File: src/rtl/uart_rx_pkg.sv
package uart_rx_pkg;
    localparam int CHAR_W    = 8;
    localparam int STAT_W    = 4;
    localparam int WORD_W    = CHAR_W + STAT_W;
    localparam int BREAK_BIT = 10;
    typedef logic [WORD_W-1:0] rx_word_t;
    typedef logic [STAT_W-1:0] rx_stat_t;
endpackage

File: src/rtl/rxq_src_sel.sv
module rxq_src_sel
    import uart_rx_pkg::*;
(
    input  logic              loopback_i,
    input  logic              rx_push_i,
    input  logic [CHAR_W-1:0] rx_char_i,
    input  rx_stat_t          rx_stat_i,
    input  logic              rx_break_i,
    input  logic              tx_push_i,
    input  logic [CHAR_W-1:0] tx_char_i,
    output logic              push_o,
    output rx_word_t          word_o
);
    always_comb begin
        push_o = 1'b0;
        word_o = '0;
        if (loopback_i) begin
            push_o = tx_push_i;
            word_o = {{STAT_W{1'b0}}, tx_char_i};
        end else if (rx_break_i) begin
            push_o = 1'b1;
            word_o = '0;
            word_o[BREAK_BIT] = 1'b1;
        end else begin
            push_o = rx_push_i;
            word_o = {rx_stat_i, rx_char_i};
        end
    end

    // in loopback, only transmitted characters reach the buffer
    always_comb begin
        if (loopback_i && !tx_push_i) begin
            assert_loop_ignores_rx_R9: assert (!push_o);
        end
    end
endmodule

File: src/rtl/rxq_store.sv
module rxq_store
    import uart_rx_pkg::*;
#(
    parameter int DEPTH = 16,
    parameter int AW    = 4
) (
    input  logic          clk,
    input  logic          we_i,
    input  logic [AW-1:0] waddr_i,
    input  rx_word_t      wdata_i,
    input  logic [AW-1:0] raddr_i,
    output rx_word_t      rdata_o
);
    rx_word_t mem_q [DEPTH];

    always_ff @(posedge clk) begin
        if (we_i) begin
            mem_q[waddr_i] <= wdata_i;
        end
    end

    assign rdata_o = mem_q[raddr_i];
endmodule

File: src/rtl/rxq_ctrl.sv
module rxq_ctrl
    import uart_rx_pkg::*;
#(
    parameter int DEPTH = 16,
    parameter int TRIG  = 1,
    parameter int AW    = 4
) (
    input  logic          clk,
    input  logic          rst_n,
    input  logic          fifo_en_i,
    input  logic          push_i,
    input  logic          pop_i,
    input  logic          rsr_clr_i,
    input  logic          ovr_clr_i,
    input  rx_stat_t      head_stat_i,
    output logic          we_o,
    output logic [AW-1:0] waddr_o,
    output logic [AW-1:0] raddr_o,
    output logic          empty_o,
    output logic          full_o,
    output logic          rx_irq_o,
    output logic          ovr_o,
    output rx_stat_t      rsr_o
);
    localparam int CW = AW + 1;
    localparam logic [CW-1:0] TRIG_C = CW'(TRIG);

    typedef struct packed {
        logic [AW-1:0] ptr;
        logic [CW-1:0] cnt;
        logic          fen;
        logic          irq;
        logic          ovr;
        rx_stat_t      rsr;
    } ctl_t;

    ctl_t st_d, st_q;
    logic [CW-1:0] eff_depth;
    logic [AW-1:0] idx_mask;
    logic          flush;

    always_comb begin
        st_d      = st_q;
        we_o      = 1'b0;
        waddr_o   = '0;
        eff_depth = st_q.fen ? CW'(DEPTH) : CW'(1);
        idx_mask  = st_q.fen ? AW'(DEPTH - 1) : '0;
        flush     = (fifo_en_i != st_q.fen);
        if (rsr_clr_i) st_d.rsr = '0;
        if (ovr_clr_i) st_d.ovr = 1'b0;
        if (flush) begin
            st_d.fen = fifo_en_i;
            st_d.ptr = '0;
            st_d.cnt = '0;
        end else begin
            if (pop_i) begin
                st_d.rsr = head_stat_i;
                if (st_d.cnt != '0) begin
                    st_d.cnt = st_d.cnt - CW'(1);
                    st_d.ptr = (st_q.ptr + AW'(1)) & idx_mask;
                end
                if (st_d.cnt == TRIG_C - CW'(1)) st_d.irq = 1'b0;
            end
            if (push_i) begin
                if (st_d.cnt == eff_depth) begin
                    st_d.ovr = 1'b1;
                end else begin
                    we_o     = 1'b1;
                    waddr_o  = (st_d.ptr + st_d.cnt[AW-1:0]) & idx_mask;
                    st_d.cnt = st_d.cnt + CW'(1);
                    if (st_d.cnt == TRIG_C) st_d.irq = 1'b1;
                end
            end
        end
    end

    always_ff @(posedge clk or negedge rst_n) begin
        if (!rst_n) st_q <= '0;
        else        st_q <= st_d;
    end

    assign raddr_o  = st_q.ptr;
    assign empty_o  = (st_q.cnt == '0);
    assign full_o   = (st_q.cnt == eff_depth);
    assign rx_irq_o = st_q.irq;
    assign ovr_o    = st_q.ovr;
    assign rsr_o    = st_q.rsr;

    assert_flush_R4: assert property (@(posedge clk) disable iff (!rst_n)
        (fifo_en_i != st_q.fen) |=> (empty_o && !full_o));
    assert_depth_bound_R2: assert property (@(posedge clk) disable iff (!rst_n)
        st_q.cnt <= CW'(DEPTH));
    assert_single_depth_R3: assert property (@(posedge clk) disable iff (!rst_n)
        !st_q.fen |-> st_q.cnt <= CW'(1));
    assert_overrun_R10: assert property (@(posedge clk) disable iff (!rst_n)
        (push_i && !pop_i && full_o && fifo_en_i == st_q.fen) |=> ovr_o);
    assert_rsr_clear_R7: assert property (@(posedge clk) disable iff (!rst_n)
        (rsr_clr_i && !pop_i) |=> (rsr_o == '0));
    assert_pop_push_full_R11: assert property (@(posedge clk) disable iff (!rst_n)
        (push_i && pop_i && full_o && fifo_en_i == st_q.fen && !ovr_clr_i)
            |=> (full_o && $stable(ovr_o)));
endmodule

File: src/rtl/uart_rx_fifo.sv
module uart_rx_fifo
    import uart_rx_pkg::*;
#(
    parameter int DEPTH = 16,
    parameter int TRIG  = 1
) (
    input  logic              clk,
    input  logic              rst_n,
    input  logic              fifo_en_i,
    input  logic              loopback_i,
    input  logic              rx_push_i,
    input  logic [7:0]        rx_char_i,
    input  logic [3:0]        rx_stat_i,
    input  logic              rx_break_i,
    input  logic              tx_push_i,
    input  logic [7:0]        tx_char_i,
    input  logic              dr_rd_i,
    output logic [11:0]       dr_rdata_o,
    input  logic              rsr_wr_i,
    output logic [3:0]        rsr_o,
    input  logic              ovr_clr_i,
    output logic              rx_empty_o,
    output logic              rx_full_o,
    output logic              rx_irq_o,
    output logic              ovr_irq_o
);
    localparam int AW = (DEPTH > 1) ? $clog2(DEPTH) : 1;

    logic          push;
    rx_word_t      push_word;
    rx_word_t      head_word;
    logic          we;
    logic [AW-1:0] waddr;
    logic [AW-1:0] raddr;

    rxq_src_sel u_src (
        .loopback_i (loopback_i),
        .rx_push_i  (rx_push_i),
        .rx_char_i  (rx_char_i),
        .rx_stat_i  (rx_stat_i),
        .rx_break_i (rx_break_i),
        .tx_push_i  (tx_push_i),
        .tx_char_i  (tx_char_i),
        .push_o     (push),
        .word_o     (push_word)
    );

    rxq_store #(.DEPTH(DEPTH), .AW(AW)) u_store (
        .clk     (clk),
        .we_i    (we),
        .waddr_i (waddr),
        .wdata_i (push_word),
        .raddr_i (raddr),
        .rdata_o (head_word)
    );

    rxq_ctrl #(.DEPTH(DEPTH), .TRIG(TRIG), .AW(AW)) u_ctrl (
        .clk         (clk),
        .rst_n       (rst_n),
        .fifo_en_i   (fifo_en_i),
        .push_i      (push),
        .pop_i       (dr_rd_i),
        .rsr_clr_i   (rsr_wr_i),
        .ovr_clr_i   (ovr_clr_i),
        .head_stat_i (head_word[WORD_W-1:CHAR_W]),
        .we_o        (we),
        .waddr_o     (waddr),
        .raddr_o     (raddr),
        .empty_o     (rx_empty_o),
        .full_o      (rx_full_o),
        .rx_irq_o    (rx_irq_o),
        .ovr_o       (ovr_irq_o),
        .rsr_o       (rsr_o)
    );

    assign dr_rdata_o = head_word;

    // flags never claim empty and full together
    assert_flags_exclusive_R1: assert property (@(posedge clk) disable iff (!rst_n)
        !(rx_empty_o && rx_full_o));
endmodule

File: config.mk
export PLATFORM = sky130hd
export DESIGN_NAME = uart_rx_fifo
export DESIGN_NICKNAME = d
export VERILOG_FILES = /design/src/rtl/uart_rx_pkg.sv /design/src/rtl/rxq_src_sel.sv /design/src/rtl/rxq_store.sv /design/src/rtl/rxq_ctrl.sv /design/src/rtl/uart_rx_fifo.sv
export SDC_FILE = /design/constraint.sdc
export NUM_CORES = 1
export LEC_CHECK = 0
export CORE_AREA = 2 2 142 144
export DETAILED_ROUTE_END_ITERATION = 16
export DIE_AREA = 0 0 144 146
export SKIP_CTS_REPAIR_TIMING = 1
export SLEW_MARGIN = 15
export SYNTH_ARGS = -nofsm -noshare
export SYNTH_HDL_FRONTEND = slang
export SYNTH_SLANG_ARGS = --single-unit
File: constraint.sdc
create_clock -name clk -period 11.05 [get_ports clk]
set_input_delay 2.21 -clock clk [delete_from_list [all_inputs] [get_ports clk]]
set_output_delay 2.21 -clock clk [all_outputs]
set_load 0.01 [all_outputs]
==> impl_metrics.py, run 1 <==
metrics = {
    "outcome": {
        "status": "complete, no violations",
    },
    "placement": {
        "placed_area_mm2": 0.00956,
        "placed_cells": 758,
        "port_buffers": 49,
        "place_ws_ns": 4.53,
        "dp_hpwl_um": 12800,
        "finalWeightedCongestion": 0.932,
    },
    "floorplanning": {
        "rows": 51,
        "floorplan.initialDensity": 0.449,
        "die_area_mm2": 0.0210,
        "die_w_um": 144,
        "die-height_um": 146,
        "core_mm2": 0.0193,
        "ios": 50,
    },
    "clocking": {
        "clkLatencyLatePin_ns": 0.50,
        "clkSinkCount": 208,
        "clockBufferDepth": 3,
        "cts_root_buf": "clkbuf_16",
        "clk_pin_slew_worst_paths_ns": 0.06,
        "h-tree-depth": 1,
        "cts_made_buffers": 22,
        "cts_tree": "yes",
    },
    "global_route": {
        "grt_pass1_vias": 4732,
        "antenna_found_initial": 0,
        "grt_max_degree": 54,
        "track_usage": 0.199,
        "grt_pass1_wl_um": 30400,
        "overflow": 0,
    },
    "logic_synthesis": {
        "synth.area.top_cells": "edfxtp_1 66%, mux4_2 16%, dfrtp_1 4.6%",
        "synth_cells": 461,
        "synth_area_mm2": 0.00868,
        "seq_area_frac_synth": 0.710,
        "synth.most_common_cell": "edfxtp_1",
        "ys_ff_latch": 208,
        "synth_common_cells": "192 x edfxtp_1, 60 x mux4_2, 20 x nor2_1, 19 x nand2_1, 16 x dfrtp_1",
        "avgSynthCellArea_um2": 18.8,
        "ys_warn_count": 0,
        "synth.net_count": 497,
        "ys.flop_type": "edfxtp_1",
        "async_flop_share": 0.0769,
        "synth_edf_count": 192,
        "ys_types": 52,
        "synth_top_area_frac": 0.664,
        "synth_top_cell_by_area": "edfxtp_1",
    },
    "layout": {
        "drive_above_1_share": 0.237,
        "final_util": 0.531,
        "fill_cells": 1527,
        "antenna_cells": 0,
        "area_growth_pct": 18.2,
        "postLayoutCellArea_mm2": 0.0103,
        "nets": 553,
        "fin_cells": 797,
    },
    "timing": {
        "slew_headroom": 0.230,
        "rsz0062_at_grt": "no",
        "hold_viol_final": 0,
        "min_period_ns": 6.02,
        "fmax_mhz": 166,
        "setup_slack_ns": 5.03,
        "fin_skew_ns": 0.0124,
        "finalSetupTns_ns": 0,
        "setup_viol": 0,
        "slew_violations": 0,
        "fin_crit_sh": 0.545,
        "worst_pin_slew_ns": 1.15,
    },
    "critical_path": {
        "critPathRequiredTime_ns": 11.26,
        "reg2reg_to": "u_store.mem_q[2][4]$_DFFE_PP_",
        "end_kind": "flop",
        "crit_arrival_ns": 6.23,
        "reg2reg_from": "u_ctrl.st_q[8]$_DFF_PN0_",
        "critPathLaunchType": "input port",
        "path_class": "input port to flop",
        "path_max_fanout": 10,
        "rr_worst_depth": 13,
        "regToRegSetupSlack_ns": 6.29,
    },
    "drt": {
        "drc_errors": 0,
        "drt_pass1_iterations": 5,
        "num_vias": 4629,
        "avgRoutedWirePerCell_um": 25.5,
        "drtIter0Drc": 511,
        "ant_nets": 0,
        "routed_via_density": 5.81,
        "drt_wl_total_um": 20300,
    },
    "hold_path": {
        "min_from": "u_ctrl.rx_irq_o$_DFFE_PN0P_",
        "hold_depth": 1,
        "hp-class": "flop to flop",
        "hold-path-endpoint": "u_ctrl.rx_irq_o$_DFFE_PN0P_",
    },
    "flow_run": {
        "maxCapViolations": 0,
    },
    "power_and_ir_drop": {
        "p_per_area_mw_per_mm2": 207,
        "vdd_drop_max_mv": 0.137,
        "leakage_nw": 3.26,
    },
}
-- final cells by class --
class                   count  area [um^2]  share of cell area
well taps                 265          332              0.0323
flip-flops and latches    208         6170               0.601
repair buffers             61          588              0.0573
clock inverters            10          101             0.00988
clock buffers              29          598              0.0583
inverters                   7         27.5             0.00268
multi-input cells         217         2440               0.238
-- report_power, final --
part | internal (mW) | switching, mW | leakage, nW
combinational | 0.204 | 0.251 | 0.959
sequential | 0.909 | 0.0463 | 1.96
clock | 0.427 | 0.289 | 0.337
total | 1.54 | 0.586 | 3.26
-- through the flow --
step	hold WS (ns)	power (mW)
floorplan	0.516	1.25
global placement	0.492	1.41
detailed placement	0.505	1.43
CTS	0.518	2.14
global route	0.538	2.21
finish	0.517	2.13
-- registers in the layout, indices dropped and copies added (netlist names) --
name	cells
u_ctrl.ovr_o	1
u_ctrl.raddr_o	4
u_ctrl.st_q	6
u_store.mem_q	192
u_ctrl.rsr_o	4
u_ctrl.rx_irq_o	1
-- how the worst max path moves through the flow --
stage / from / to / slack, ns
final: dr_rd_i / u_store.mem_q[2][4]$_DFFE_PP_ / 5.03
after global routing: dr_rd_i / u_store.mem_q[2][6]$_DFFE_PP_ / 4.66
after CTS: dr_rd_i / u_store.mem_q[2][4]$_DFFE_PP_ / 5.06
after detailed placement: dr_rd_i / u_store.mem_q[2][4]$_DFFE_PP_ / 4.53
after global placement: dr_rd_i / u_store.mem_q[14][6]$_DFFE_PP_ / 4.49
after floorplan: dr_rd_i / u_store.mem_q[0][0]$_DFFE_PP_ / 5.15
-- cells by family after synthesis --
family | share of synthesized area
DFF | 0.710
xor gates and xnor gates | 0.0110
AOI/OAI and AO/OA | 0.0333
adders and majority gates | 0.00865
buffers and inverters | 0.0190
muxes | 0.160
and+or+nand+nor | 0.0582
-- cells in the final DEF, fill, tap and decap left out, types with 6 or more instances in the layout --
| master | n |
|---|---|
| a21oi_1 | 9 |
| a22o_1 | 9 |
| buf_4 | 11 |
| clkbuf_1 | 6 |
| clkbuf_16 | 23 |
| clkdlybuf4s50_1 | 49 |
| dfrtp_1 | 14 |
| edfxtp_1 | 192 |
| ha_1 | 6 |
| inv_1 | 6 |
| mux4_2 | 60 |
| nand2_1 | 19 |
| nand2b_1 | 6 |
| nand3_1 | 8 |
| nor2_1 | 17 |
| nor4_2 | 7 |
| o21ai_0 | 10 |
-- metal layers --
metal | track usage | share of wire | up-vias
met2 | 0.305 | 0.46 | 172
met5 | 0 | 0 | -
met1 | 0.296 | 0.45 | 2418
met3 | 0.0336 | 0.057 | 35
li1 | - | - | 2004
met4 | 0.0583 | 0.029 | 0
-- worst max-delay path, stage by stage --
cell and delay [ns]:
clkdlybuf4s50_1 0.65, inv_1 0.13, nor2_1 0.37, nand3_1 0.13, o21ai_0 0.27, ha_1 0.33, nor4_1 0.33, or2_1 0.18
nand3_1 0.34, nor4_2 0.98, buf_4 0.30
(Power assumes the default switching activity.)
==> run 2: changes to the inputs <==
- clock period: 11.05 -> 5.7 ns (I/O delays scaled with it)
==> impl_metrics.py, run 2 (synthesized netlist as in run 1, its figures left out) <==
metrics = {
    "outcome": {
        "status": "complete, no violations",
    },
    "placement": {
        "finalWeightedCongestion": 0.817,
        "placed_cells": 765,
        "placed_area_mm2": 0.00959,
        "port_buffers": 49,
        "dp_hpwl_um": 12200,
    },
    "layout": {
        "area_growth_pct": 19.0,
        "postLayoutCellArea_mm2": 0.0103,
        "layout_commonest_cell": "edfxtp_1",
        "largest_reg_flops": 192,
        "fill_cells": 1523,
        "drive_above_1_share": 0.244,
        "antenna_cells": 0,
        "largest_registers": "u_store.mem_q x192, u_ctrl.st_q x6",
        "fin_cells": 805,
        "largest-register": "u_store.mem_q",
        "mostFrequentLayoutCells": "192 x edfxtp_1, 60 x mux4_2, 49 x clkdlybuf4s50_1, 23 x clkbuf_16, 20 x nor2_1",
        "nets": 560,
        "seqCellArea_mm2": 0.00617,
        "multiInputGateArea_mm2": 0.00242,
    },
    "clocking": {
        "clkSinkCount": 208,
        "h-tree-depth": 1,
        "clk_pin_slew_worst_paths_ns": 0.06,
        "clkLatencyLatePin_ns": 0.50,
        "cts_root_buf": "clkbuf_16",
        "clockBufferDepth": 3,
        "cts_tree": "yes",
        "cts_made_buffers": 22,
    },
    "critical_path": {
        "crit_arrival_ns": 3.32,
        "critPathRequiredTime_ns": 4.56,
        "crit_buf_inv": 1,
        "slowest_stage": "dfrtp_4",
        "end_kind": "primary output",
        "path_cells": "mux4_2 -> mux4_2 -> clkdlybuf4s50_1",
        "max_stage_delay_ns": 1.10,
        "path_max_fanout": 52,
        "crit_cells": 3,
        "critPathLaunchType": "flop",
        "rr_worst_depth": 13,
        "cpMostUsedCell": "mux4_2",
        "regToRegSetupSlack_ns": 1.50,
        "cpLargestDelayFamily": "multiplexers",
        "path_class": "flop to primary output",
    },
    "timing": {
        "finalSetupTns_ns": 0,
        "rsz0062_at_grt": "no",
        "hold_viol_final": 0,
        "setup_viol": 0,
        "slew_headroom": 0.305,
        "slew_violations": 0,
        "worst_pin_slew_ns": 1.04,
        "fmax_mhz": 224,
        "fin_skew_ns": 0.00819,
        "min_period_ns": 4.46,
        "fin_crit_sh": 0.783,
    },
    "drt": {
        "routed_via_density": 5.70,
        "ant_nets": 0,
        "num_vias": 4588,
        "avgRoutedWirePerCell_um": 23.8,
        "drt_pass1_iterations": 4,
        "drc_errors": 0,
        "drtIter0Drc": 446,
        "drt_wl_total_um": 19200,
    },
    "floorplanning": {
        "floorplan.initialDensity": 0.449,
        "die-height_um": 146,
        "rows": 51,
        "die_w_um": 144,
        "core_mm2": 0.0193,
        "die_area_mm2": 0.0210,
        "ios": 50,
    },
    "global_route": {
        "grt_pass1_vias": 4795,
        "grt_pass1_wl_um": 29300,
        "antenna_found_initial": 0,
        "grt_max_degree": 53,
        "overflow": 0,
        "track_usage": 0.190,
    },
    "flow_run": {
        "maxCapViolations": 0,
    },
    "power_and_ir_drop": {
        "vdd_drop_max_mv": 0.243,
        "leakage_nw": 3.30,
        "p_per_area_mw_per_mm2": 406,
    },
    "hold_path": {
        "hp-class": "flop to flop",
        "hold_depth": 1,
    },
}
==> run 2: area by class of cell <==
| cell class | instances | share of cell area |
|---|---|---|
| Clock buffer | 30 | 0.0602 |
| Clock inverter | 10 | 0.0119 |
| Inverter | 7 | 0.00266 |
| Multi-Input combinational cell | 217 | 0.234 |
| Sequential cell | 208 | 0.597 |
| Tap cell | 265 | 0.0321 |
| Timing Repair Buffer | 68 | 0.0613 |
==> run 2: path summary, 6_finish.rpt <==
kind,from,end
max,u_ctrl.raddr_o[0]$_DFF_PN0_,dr_rdata_o[6]
min,u_ctrl.rx_irq_o$_DFFE_PN0P_,u_ctrl.rx_irq_o$_DFFE_PN0P_
max reg2reg,u_ctrl.st_q[8]$_DFF_PN0_,u_store.mem_q[14][3]$_DFFE_PP_
min reg2reg,u_ctrl.rx_irq_o$_DFFE_PN0P_,u_ctrl.rx_irq_o$_DFFE_PN0P_
max in group asynchronous,rst_n,u_ctrl.raddr_o[0]$_DFF_PN0_
min in group asynchronous,rst_n,u_ctrl.st_q[8]$_DFF_PN0_
==> run 2: routing by layer <==
| metal | vias to the layer above | share of wire | global-route usage |
|---|---|---|---|
| li1 | 2016 | - | - |
| met1 | 2394 | 0.45 | 0.284 |
| met2 | 156 | 0.47 | 0.289 |
| met3 | 22 | 0.063 | 0.0355 |
| met4 | 0 | 0.018 | 0.0505 |
| met5 | - | 0 | 0 |
==> run 2: power breakdown <==
group          leakage, nW  switching, mW  total [mW]  internal (mW)
registers             1.96         0.0888        1.85           1.76
clock network        0.360          0.566        1.46          0.898
logic                0.975          0.480       0.875          0.395
==> run 2: through the flow <==
stage	power, mW	hold WS (ns)	worst slack, ns	util
after global placement	2.74	0.493	0.958	0.496
final	4.19	0.500	1.24	0.534
after global routing	4.37	0.521	0.981	0.534
after floorplan	2.42	0.516	0.867	-
after CTS	4.23	0.508	1.13	0.534
after detailed placement	2.76	0.485	0.843	0.496
